### src/rtl/wtc_pkg.sv
package wtc_pkg;
    typedef enum logic [1:0] {
        ST_IDLE,
        ST_REQ,
        ST_XFER,
        ST_RESP
    } wtc_state_e;

    localparam logic CMD_RD = 1'b0;
    localparam logic CMD_WR = 1'b1;
endpackage

### src/rtl/wtc_tag_store.sv
module wtc_tag_store #(
    parameter int INDEX_W = 4,
    parameter int TAG_W   = 12
) (
    input  logic               clk,
    input  logic               rst_n,
    input  logic [INDEX_W-1:0] lk_idx,
    input  logic [TAG_W-1:0]   lk_tag,
    output logic               lk_hit,
    input  logic               fill_en,
    input  logic [INDEX_W-1:0] fill_idx,
    input  logic [TAG_W-1:0]   fill_tag,
    input  logic               kill_en,
    input  logic [INDEX_W-1:0] kill_idx,
    input  logic [TAG_W-1:0]   kill_tag
);
    localparam int LINES = 1 << INDEX_W;

    logic [LINES-1:0] valid_q;
    logic [TAG_W-1:0] tag_q [LINES];
    logic             kill_match;
    logic             raw_hit;

    // an invalidating snoop only acts when it names the stored tag
    assign kill_match = kill_en && valid_q[kill_idx] && (tag_q[kill_idx] == kill_tag);
    assign raw_hit    = valid_q[lk_idx] && (tag_q[lk_idx] == lk_tag);
    // snoop wins over a same-cycle lookup of that index
    assign lk_hit     = raw_hit && !(kill_match && (kill_idx == lk_idx));

    always_ff @(posedge clk) begin
        if (!rst_n) begin
            valid_q <= '0;
        end else begin
            if (fill_en) begin
                valid_q[fill_idx] <= 1'b1;
            end
            if (kill_match) begin
                valid_q[kill_idx] <= 1'b0;
            end
        end
    end

    always_ff @(posedge clk) begin
        if (fill_en) begin
            tag_q[fill_idx] <= fill_tag;
        end
    end
endmodule

### src/rtl/wtc_data_store.sv
module wtc_data_store #(
    parameter int INDEX_W = 4,
    parameter int DATA_W  = 32
) (
    input  logic               clk,
    input  logic               wr_en,
    input  logic [INDEX_W-1:0] wr_idx,
    input  logic [DATA_W-1:0]  wr_data,
    input  logic [INDEX_W-1:0] rd_idx,
    output logic [DATA_W-1:0]  rd_data
);
    localparam int LINES = 1 << INDEX_W;

    logic [DATA_W-1:0] mem_q [LINES];

    assign rd_data = mem_q[rd_idx];

    always_ff @(posedge clk) begin
        if (wr_en) begin
            mem_q[wr_idx] <= wr_data;
        end
    end
endmodule

### src/rtl/wtc_ctrl.sv
module wtc_ctrl
    import wtc_pkg::*;
(
    input  logic clk,
    input  logic rst_n,
    input  logic cpu_req,
    input  logic cpu_we,
    input  logic lk_hit,
    input  logic bus_gnt,
    input  logic bus_done,
    output logic cpu_ready,
    output logic bus_req,
    output logic take_hit,
    output logic fill_en,
    output logic wupd_en
);
    wtc_state_e state_q, state_d;

    always_ff @(posedge clk) begin
        if (!rst_n) begin
            state_q <= ST_IDLE;
        end else begin
            state_q <= state_d;
        end
    end

    always_comb begin
        state_d = state_q;
        unique case (state_q)
            ST_IDLE: begin
                if (cpu_req) begin
                    state_d = (!cpu_we && lk_hit) ? ST_RESP : ST_REQ;
                end
            end
            ST_REQ:  if (bus_gnt)  state_d = ST_XFER;
            ST_XFER: if (bus_done) state_d = ST_RESP;
            ST_RESP: state_d = ST_IDLE;
            default: state_d = ST_IDLE;
        endcase
    end

    always_comb begin
        cpu_ready = 1'b0;
        bus_req   = 1'b0;
        take_hit  = 1'b0;
        fill_en   = 1'b0;
        wupd_en   = 1'b0;
        unique case (state_q)
            ST_IDLE: take_hit = cpu_req && !cpu_we && lk_hit;
            ST_REQ:  bus_req  = 1'b1;
            ST_XFER: begin
                bus_req = 1'b1;
                fill_en = bus_done && !cpu_we;
                wupd_en = bus_done && cpu_we && lk_hit;
            end
            ST_RESP: cpu_ready = 1'b1;
            default: ;
        endcase
    end
endmodule

### src/rtl/wt_snoop_cache.sv
module wt_snoop_cache
    import wtc_pkg::*;
#(
    parameter int ADDR_W  = 16,
    parameter int DATA_W  = 32,
    parameter int INDEX_W = 4
) (
    input  logic              clk,
    input  logic              rst_n,
    input  logic              cpu_req,
    input  logic              cpu_we,
    input  logic [ADDR_W-1:0] cpu_addr,
    input  logic [DATA_W-1:0] cpu_wdata,
    output logic              cpu_ready,
    output logic [DATA_W-1:0] cpu_rdata,
    output logic              bus_req,
    input  logic              bus_gnt,
    output logic              bus_cmd,
    output logic [ADDR_W-1:0] bus_addr,
    output logic [DATA_W-1:0] bus_wdata,
    input  logic [DATA_W-1:0] bus_rdata,
    input  logic              bus_done,
    input  logic              snoop_valid,
    input  logic              snoop_cmd,
    input  logic [ADDR_W-1:0] snoop_addr,
    input  logic              snoop_own
);
    localparam int TAG_W = ADDR_W - INDEX_W;

    logic [INDEX_W-1:0] cpu_idx, snp_idx;
    logic [TAG_W-1:0]   cpu_tag, snp_tag;
    logic               lk_hit, take_hit, fill_en, wupd_en, kill_en, granted;
    logic [DATA_W-1:0]  arr_rdata;
    logic [DATA_W-1:0]  rdata_q;

    assign cpu_idx = cpu_addr[INDEX_W-1:0];
    assign cpu_tag = cpu_addr[ADDR_W-1:INDEX_W];
    assign snp_idx = snoop_addr[INDEX_W-1:0];
    assign snp_tag = snoop_addr[ADDR_W-1:INDEX_W];
    assign kill_en = snoop_valid && (snoop_cmd == CMD_WR) && !snoop_own;

    wtc_ctrl i_ctrl (
        .clk       (clk),
        .rst_n     (rst_n),
        .cpu_req   (cpu_req),
        .cpu_we    (cpu_we),
        .lk_hit    (lk_hit),
        .bus_gnt   (bus_gnt),
        .bus_done  (bus_done),
        .cpu_ready (cpu_ready),
        .bus_req   (bus_req),
        .take_hit  (take_hit),
        .fill_en   (fill_en),
        .wupd_en   (wupd_en)
    );

    wtc_tag_store #(.INDEX_W(INDEX_W), .TAG_W(TAG_W)) i_tags (
        .clk      (clk),
        .rst_n    (rst_n),
        .lk_idx   (cpu_idx),
        .lk_tag   (cpu_tag),
        .lk_hit   (lk_hit),
        .fill_en  (fill_en),
        .fill_idx (cpu_idx),
        .fill_tag (cpu_tag),
        .kill_en  (kill_en),
        .kill_idx (snp_idx),
        .kill_tag (snp_tag)
    );

    wtc_data_store #(.INDEX_W(INDEX_W), .DATA_W(DATA_W)) i_data (
        .clk     (clk),
        .wr_en   (fill_en || wupd_en),
        .wr_idx  (cpu_idx),
        .wr_data (fill_en ? bus_rdata : cpu_wdata),
        .rd_idx  (cpu_idx),
        .rd_data (arr_rdata)
    );

    always_ff @(posedge clk) begin
        if (!rst_n) begin
            rdata_q <= '0;
        end else if (take_hit) begin
            rdata_q <= arr_rdata;
        end else if (fill_en) begin
            rdata_q <= bus_rdata;
        end
    end

    assign cpu_rdata = rdata_q;
    assign granted   = bus_req && bus_gnt;
    assign bus_cmd   = granted ? cpu_we : CMD_RD;
    assign bus_addr  = granted ? cpu_addr : '0;
    assign bus_wdata = (granted && cpu_we) ? cpu_wdata : '0;
endmodule

### config.mk
export PLATFORM = sky130hd
export DESIGN_NAME = wt_snoop_cache
export DESIGN_NICKNAME = d
export VERILOG_FILES = /design/src/rtl/wtc_pkg.sv /design/src/rtl/wtc_tag_store.sv /design/src/rtl/wtc_data_store.sv /design/src/rtl/wtc_ctrl.sv /design/src/rtl/wt_snoop_cache.sv
export SDC_FILE = /design/constraint.sdc
export NUM_CORES = 1
export LEC_CHECK = 0
export ABC_AREA = 1
export BUFFER_PORTS_ARGS = -buffer_cell sky130_fd_sc_hd__buf_2
export CAP_MARGIN = 25
export CORE_ASPECT_RATIO = 1.25
export CORE_MARGIN = 4
export CORE_UTILIZATION = 50
export CTS_CLUSTER_SIZE = 8
export DETAILED_ROUTE_END_ITERATION = 16
export PLACE_DENSITY = 0.67
export SETUP_SLACK_MARGIN = 0.15
export SYNTH_ARGS = -nofsm -noshare
export SYNTH_HDL_FRONTEND = slang
export SYNTH_SLANG_ARGS = --single-unit
### constraint.sdc
create_clock -name clk -period 18.75 [get_ports clk]
set_clock_uncertainty 0.05 [all_clocks]
set_input_delay 5.625 -clock clk [delete_from_list [all_inputs] [get_ports clk]]
set_output_delay 5.625 -clock clk [all_outputs]
set_load 0.03 [all_outputs]
==> results.yml, run 1 <==
status:
  status: "completed"
worst_setup_path:
  critical_path.max_fanout: 32
  critical_path.top_delay_family: "buffers and inverters"
  start_kind: "input port"
  critPathMaxStageDelay_ns: 0.52
  path_cells: "buf_2, nand2_1, nor2_1, inv_1, buf_4, nor2_1, buf_2"
  cp_slowest_cell: "nand2_1"
  crit_buf_inv: 4
  cp-end-kind: "output port"
  crit_type: "input port to output port"
  cp_data_required_time_ns: 13.07
  arrival_ns: 7.19
placed_design:
  dpl_cell_area_sq_um: 34410
  portBuffers: 187
  pre_cts_slack_ns: 5.865
  dp_hpwl_microns: 49870
  place.gp.congestion: 0.8788
  dp_cells: 3899
drt:
  vias: 23951
  antenna_left: 0
  drc: 0
  drt_iter0_markers: 2832
  viasPerCell: 5.863
  drt_wl_total_microns: 95350
  post_drt_wl_per_cell_microns: 23.34
  dr.pass1.iters: 5
global_route:
  grt_pass1_vias: 24079
  grt_pass1_wl_microns: 142700
  track_usage: 0.2703
  grt-ovfl-total: 0
  grt_max_degree: 73
  antenna_found_initial: 1
cells_and_area:
  num_antenna_cells: 0
  fin_cells: 4085
  drive_gt1_frac: 0.1353
  post-route-cell-area_sq_um: 37450
  nets: 3275
  layout_commonest_cell: "nand2_1"
  syn_to_final_growth_pct: 16.12
  final_cell_mix: "980 x nand2_1, 704 x edfxtp_1, 262 x a22oi_1"
  nFillCells: 5086
clock_network:
  post_cts_buffers: 0
  cts_buffer_depth: 3
  clock-sinks: 754
  cts_resized: 0
  cts-root-buf: "clkbuf_16"
  h-tree-depth: 3
  clock_latency_ns: 0.65
  cts_buffers: 104
  cts_tree: "done"
  clkSlewWorstSetupHoldPaths_ns: 0.05
  ctsHoldBuffers: 0
min_path:
  min_path_type: "flop to flop"
logic_synthesis:
  synth.top_cell.area_share: 0.6555
  syn_area_sq_um: 32250
  synthCells: 2948
  synth_seq_cells: 754
  syn_avg_cell_area_sq_um: 10.94
  synth_nets: 3057
  synth_cell_types: 28
  synth.largest_area_cell: "edfxtp_1"
  synthTopCellsByArea: "edfxtp_1 66%, nand2_1 11%, a22oi_1 6.1%, dfxtp_1 3.1%, nor2_1 2.7%"
  ys.warnings.count: 0
  seq_area_frac_synth: 0.6865
timing:
  tns_ns: 0
  min_period_ns: 12.86
  fin_hold_ws_ns: 0.5088
  rsz0062_at_grt: "false"
  hold_viol_final: 0
  finalCritPeriodShare: 0.6861
  relSlewSlack: 0.2893
  setup_viol: 0
  slew_violations: 0
  worst-slew-pin-transition_ns: 1.062
  clock.fmax_ghz: 0.07773
  setup_ws_ns: 5.885
power_and_ir_drop:
  cellPowerDensity_nw_per_um2: 108.6
  ir_worst_vdd_uv: 83.86
  leakage_nw: 14.30
floorplanning:
  design.core.area_sq_um: 63530
  die_x_microns: 235.2
  start_util: 0.5076
  die_h_microns: 292.0
  io_pins: 188
  dieArea_sq_um: 68660
  fp-row-count: 103
run:
  timing.max_cap.violations: 0
-- metal layers --
metal  GRT usage  wire length [microns]  up-vias
met4      0.1260                   4260        0
met1      0.3432                  35460    11399
met3     0.04761                   9645      292
li1            -                      -    10821
met2      0.4557                  45980     1439
met5           0                      0        -
-- sequential cells by signal, indices dropped and copies added, names as in the netlist --
name / count
i_tags.tag_q: 192
i_data.mem_q: 512
cpu_rdata: 32
i_tags.valid_q: 16
i_ctrl.state_q: 2
-- worst reg2reg max path: stages, from the launching register on --
cell and delay [ns]:
edfxtp_1 0.39, nand2_1 0.08, o21ai_0 0.09, nand2_1 0.10, nand2_1 0.08, nand2_1 0.06, nand2_1 0.08, nor3_1 0.36
nor2_1 0.15, nand3_1 0.16, nor2_1 0.08, nand3_1 0.14, nand3_1 0.64, nand2_2 0.21, buf_4 0.66, inv_2 0.50
nor2_4 0.17, buf_4 0.61
-- synthesized netlist by cell type --
cell type	instances
o21ai_0	95
nand2_2	2
a31oi_1	2
buf_4	6
a21oi_1	136
inv_1	113
buf_1	15
nor2_2	3
nor3_1	15
nand2_1	981
dfxtp_1	50
clkinv_1	5
ha_1	4
o21bai_1	9
nand4_1	13
edfxtp_1	704
buf_2	55
o221ai_1	16
a22oi_1	262
nand3b_1	32
nor4_1	22
or4_1	11
inv_2	9
xor2_1	1
nor2_1	232
clkbuf_1	97
nand3_1	43
o21ai_1	15
-- per-stage QoR --
| step | power, mW | utilization |
|---|---|---|
| 2_1_floorplan | 2.202 | - |
| 3_3_place_gp | 2.352 | 0.5411 |
| 3_5_place_dp | 2.364 | 0.5416 |
| 4_1_cts | 4.086 | 0.5891 |
| 5_1_grt | 4.205 | 0.5894 |
| 6_report | 4.067 | 0.5894 |
-- final cells by class --
class                           instances  area (sq um)  area share
Tap cell                              840          1051     0.02806
Multi-Input combinational cell       1894          9056      0.2418
Inverter                              127         481.7     0.01286
Clock inverter                          5         86.33    0.002305
Timing Repair Buffer                  285          1703     0.04547
Sequential cell                       754         22140      0.5912
Clock buffer                          180          2930     0.07825
-- final timing paths --
path                            depth (start not counted)  slack, ns               start                   end
worst max-delay path                                    7       5.89             bus_gnt          bus_wdata[9]
worst min-delay path                                    2       0.51   i_tags.valid_q[3]     i_tags.valid_q[3]
worst max register to register                         17      13.72  i_tags.tag_q[9][2]  i_data.mem_q[12][27]
worst min register to register                          2       0.51   i_tags.valid_q[3]     i_tags.valid_q[3]
-- where the power goes --
group	switching, mW	internal, mW
registers	0.00933	1.89
logic	0.322	0.116
clock network	0.680	1.05
-- logic make-up (layout without fill, tap and decap cells) --
kind of cell	after synthesis	count (layout)	synth area share
AOI/OAI and AO/OA	535	535	0.1060
xor gates and xnor gates	1	1	0.0002716
adders and majority gates	4	4	0.001552
buffers and inverters	300	597	0.03775
DFF	754	754	0.6865
and+or+nand+nor	1354	1354	0.1679
Note: power is estimated with default switching activity, not from simulation.
==> run 2, diff against run 1 <==
ABC_AREA = 0   (was 1)
PLACE_DENSITY = 0.7   (was 0.67)
clock period = 10.65 ns   (was 18.75 ns; I/O delays follow)
==> results.yml, run 2 <==
worst_setup_path:
  critical_path.max_fanout: 86
  arrival_ns: 8.91
  path_cells: "buf_6, and2_1, a22oi_1, a21oi_1, o22ai_1, nor4_1, o211ai_1, o31ai_4, buf_4, nand2_1, nor3_2, buf_4"
  cp_slowest_cell: "nor3_2"
  r2r-end: "i_data.mem_q[15][6]"
  cp-startpoint: "cpu_addr[1]"
  cp_common_cell: "buf_4"
  critical_path.top_delay_family: "simple AND/OR/NAND/NOR gates"
  r2r_start: "i_tags.tag_q[15][5]"
  crit_end: "i_data.mem_q[15][6]"
  crit_buf_inv: 3
  worstRegToRegCells: 10
  cp_data_required_time_ns: 10.92
  reg2reg_setup_slack_ns: 5.16
  cp_num_cells: 12
  critPathMaxStageDelay_ns: 1.01
  cp-end-kind: "flop"
  crit_type: "input port to flop"
  start_kind: "input port"
logic_synthesis:
  synth.top_cell.area_share: 0.6521
  synth_ff_type: "edfxtp_1"
  syn_area_sq_um: 32420
  synth_async_sr_flop_share: 0
  seq_area_frac_synth: 0.6830
  yosysMostFrequentCell: "edfxtp_1"
  synth_seq_cells: 754
  synth_edf_count: 704
  syn_avg_cell_area_sq_um: 18.62
  synth_common_cells: "704 x edfxtp_1, 223 x mux4_2, 93 x mux2i_1"
  synth.largest_area_cell: "edfxtp_1"
  synthCells: 1741
  synth_cell_types: 62
  ys.warnings.count: 0
  synthTopCellsByArea: "edfxtp_1 65%, mux4_2 15%, dfxtp_1 3.1%, mux2i_1 2.9%, mux2_2 1.5%"
  synth_nets: 1850
global_route:
  grt_max_degree: 87
  grt_pass1_wl_microns: 124200
  antenna_found_initial: 1
  track_usage: 0.2391
  grt-ovfl-total: 0
  grt_pass1_vias: 19332
clock_network:
  cts_buffers: 104
  cts_buffer_depth: 3
  cts_tree: "done"
  cts-root-buf: "clkbuf_16"
  clkSlewWorstSetupHoldPaths_ns: 0.05
  ctsHoldBuffers: 0
  post_cts_buffers: 0
  clock-sinks: 754
  h-tree-depth: 3
  clock_latency_ns: 0.64
  cts_resized: 0
power_and_ir_drop:
  leakage_nw: 12.77
  cellPowerDensity_nw_per_um2: 190.6
  ir_worst_vdd_uv: 129.6
cells_and_area:
  nFillCells: 4713
  fin_cells: 2911
  largest_reg_flops: 512
  syn_to_final_growth_pct: 15.81
  top_register: "i_data.mem_q"
  final_util: 0.5841
  drive_gt1_frac: 0.3190
  layout_commonest_cell: "edfxtp_1"
  nets: 2085
  post-route-cell-area_sq_um: 37550
  final_cell_mix: "704 x edfxtp_1, 223 x mux4_2, 182 x buf_2"
  num_antenna_cells: 0
placed_design:
  portBuffers: 187
  dp_cells: 2714
  dpl_cell_area_sq_um: 34420
  dp_hpwl_microns: 50840
  place.gp.congestion: 0.8705
timing:
  min_period_ns: 8.636
  rsz0062_at_grt: "false"
  relSlewSlack: 0.3132
  fin_hold_ws_ns: 0.4789
  setup_viol: 0
  tns_ns: 0
  clock.fmax_ghz: 0.1158
  finalCritPeriodShare: 0.8109
  slew_violations: 0
  worst-slew-pin-transition_ns: 1.029
  hold_viol_final: 0
drt:
  drt_iter0_markers: 1855
  viasPerCell: 6.339
  post_drt_wl_per_cell_microns: 28.57
  dr.pass1.iters: 7
  drt_wl_total_microns: 83170
  antenna_left: 0
  drc: 0
  vias: 18453
floorplanning:
  fp-row-count: 104
  design.core.area_sq_um: 64280
  io_pins: 188
  dieArea_sq_um: 69000
  die_h_microns: 292.7
  die_x_microns: 235.8
  start_util: 0.5043
min_path:
  min_path_type: "flop to flop"
run:
  timing.max_cap.violations: 0
status:
  status: "completed"
## run 2: changes by cell type after synthesis, moves of 72 or more
cell	change
a21oi_1	-77
a22oi_1	-229
inv_1	-100
mux2i_1	+93
mux4_2	+223
nand2_1	-957
nor2_1	-197
o21ai_0	-72
## run 2: through the flow
step / power (mW) / worst slack, ns
detailed placement: 4.141 / 1.424
finish: 7.157 / 2.014
CTS: 7.203 / 1.992
global placement: 4.119 / 1.068
floorplan: 3.883 / 2.313
global route: 7.392 / 1.880
## run 2: layout make-up
type	instances	area [sq um]	area share
repair buffers	247	1498	0.03989
multi-input cells	856	9758	0.2599
clock buffers	187	2924	0.07788
flip-flops and latches	754	22140	0.5897
clock inverters	6	115.1	0.003066
well taps	848	1061	0.02826
inverters	13	48.80	0.001300
## run 2: metal layers
metal | GRT usage | routed length [microns] | vias up | share of wire
li1 | - | - | 7729 | -
met1 | 0.3125 | 31860 | 9580 | 0.38
met2 | 0.4069 | 42290 | 927 | 0.51
met3 | 0.03946 | 6010 | 213 | 0.072
met4 | 0.09299 | 2975 | 4 | 0.036
met5 | 0 | 33 | - | 0.00040
## run 2: where the power goes
| part | switching (mW) | internal (mW) |
|---|---|---|
| Sequential | 0.0172 | 3.31 |
| Clock | 1.20 | 1.86 |
| Combinational | 0.501 | 0.257 |
| Total | 1.72 | 5.43 |
## run 2: cell families (layout without fill, tap and decap cells)
family                     after synthesis  count (layout)  share of synthesized area
AOI/OAI and AO/OA                      228             228                    0.04805
xor gates and xnor gates                24              24                   0.006484
adders and majority gates                4               4                   0.001544
buffers and inverters                  131             453                    0.01980
DFF                                    754             754                     0.6830
muxes                                  361             361                     0.1993
and+or+nand+nor                        239             239                    0.04191
## run 2: how the worst min path moves through the flow
| stage | slack [ns] | start | depth (start not counted) | to |
|---|---|---|---|---|
| after floorplan | 0.46 | i_ctrl.state_q[0] | 2 | i_ctrl.state_q[0] |
| after global placement | 0.47 | cpu_rdata[31] | 2 | cpu_rdata[31] |
| after detailed placement | 0.46 | cpu_rdata[2] | 2 | cpu_rdata[2] |
| after CTS | 0.49 | cpu_rdata[31] | 2 | cpu_rdata[31] |
| after global routing | 0.51 | cpu_rdata[31] | 2 | cpu_rdata[31] |
| final | 0.48 | cpu_rdata[31] | 2 | cpu_rdata[31] |
## run 2: worst min-delay path, delay by kind of cell, from the launching register on
| kind | cells | cell delay, ns |
|---|---|---|
| flip-flops | 1 | 0.32 |
| AO/OA/AOI/OAI | 2 | 0.17 |
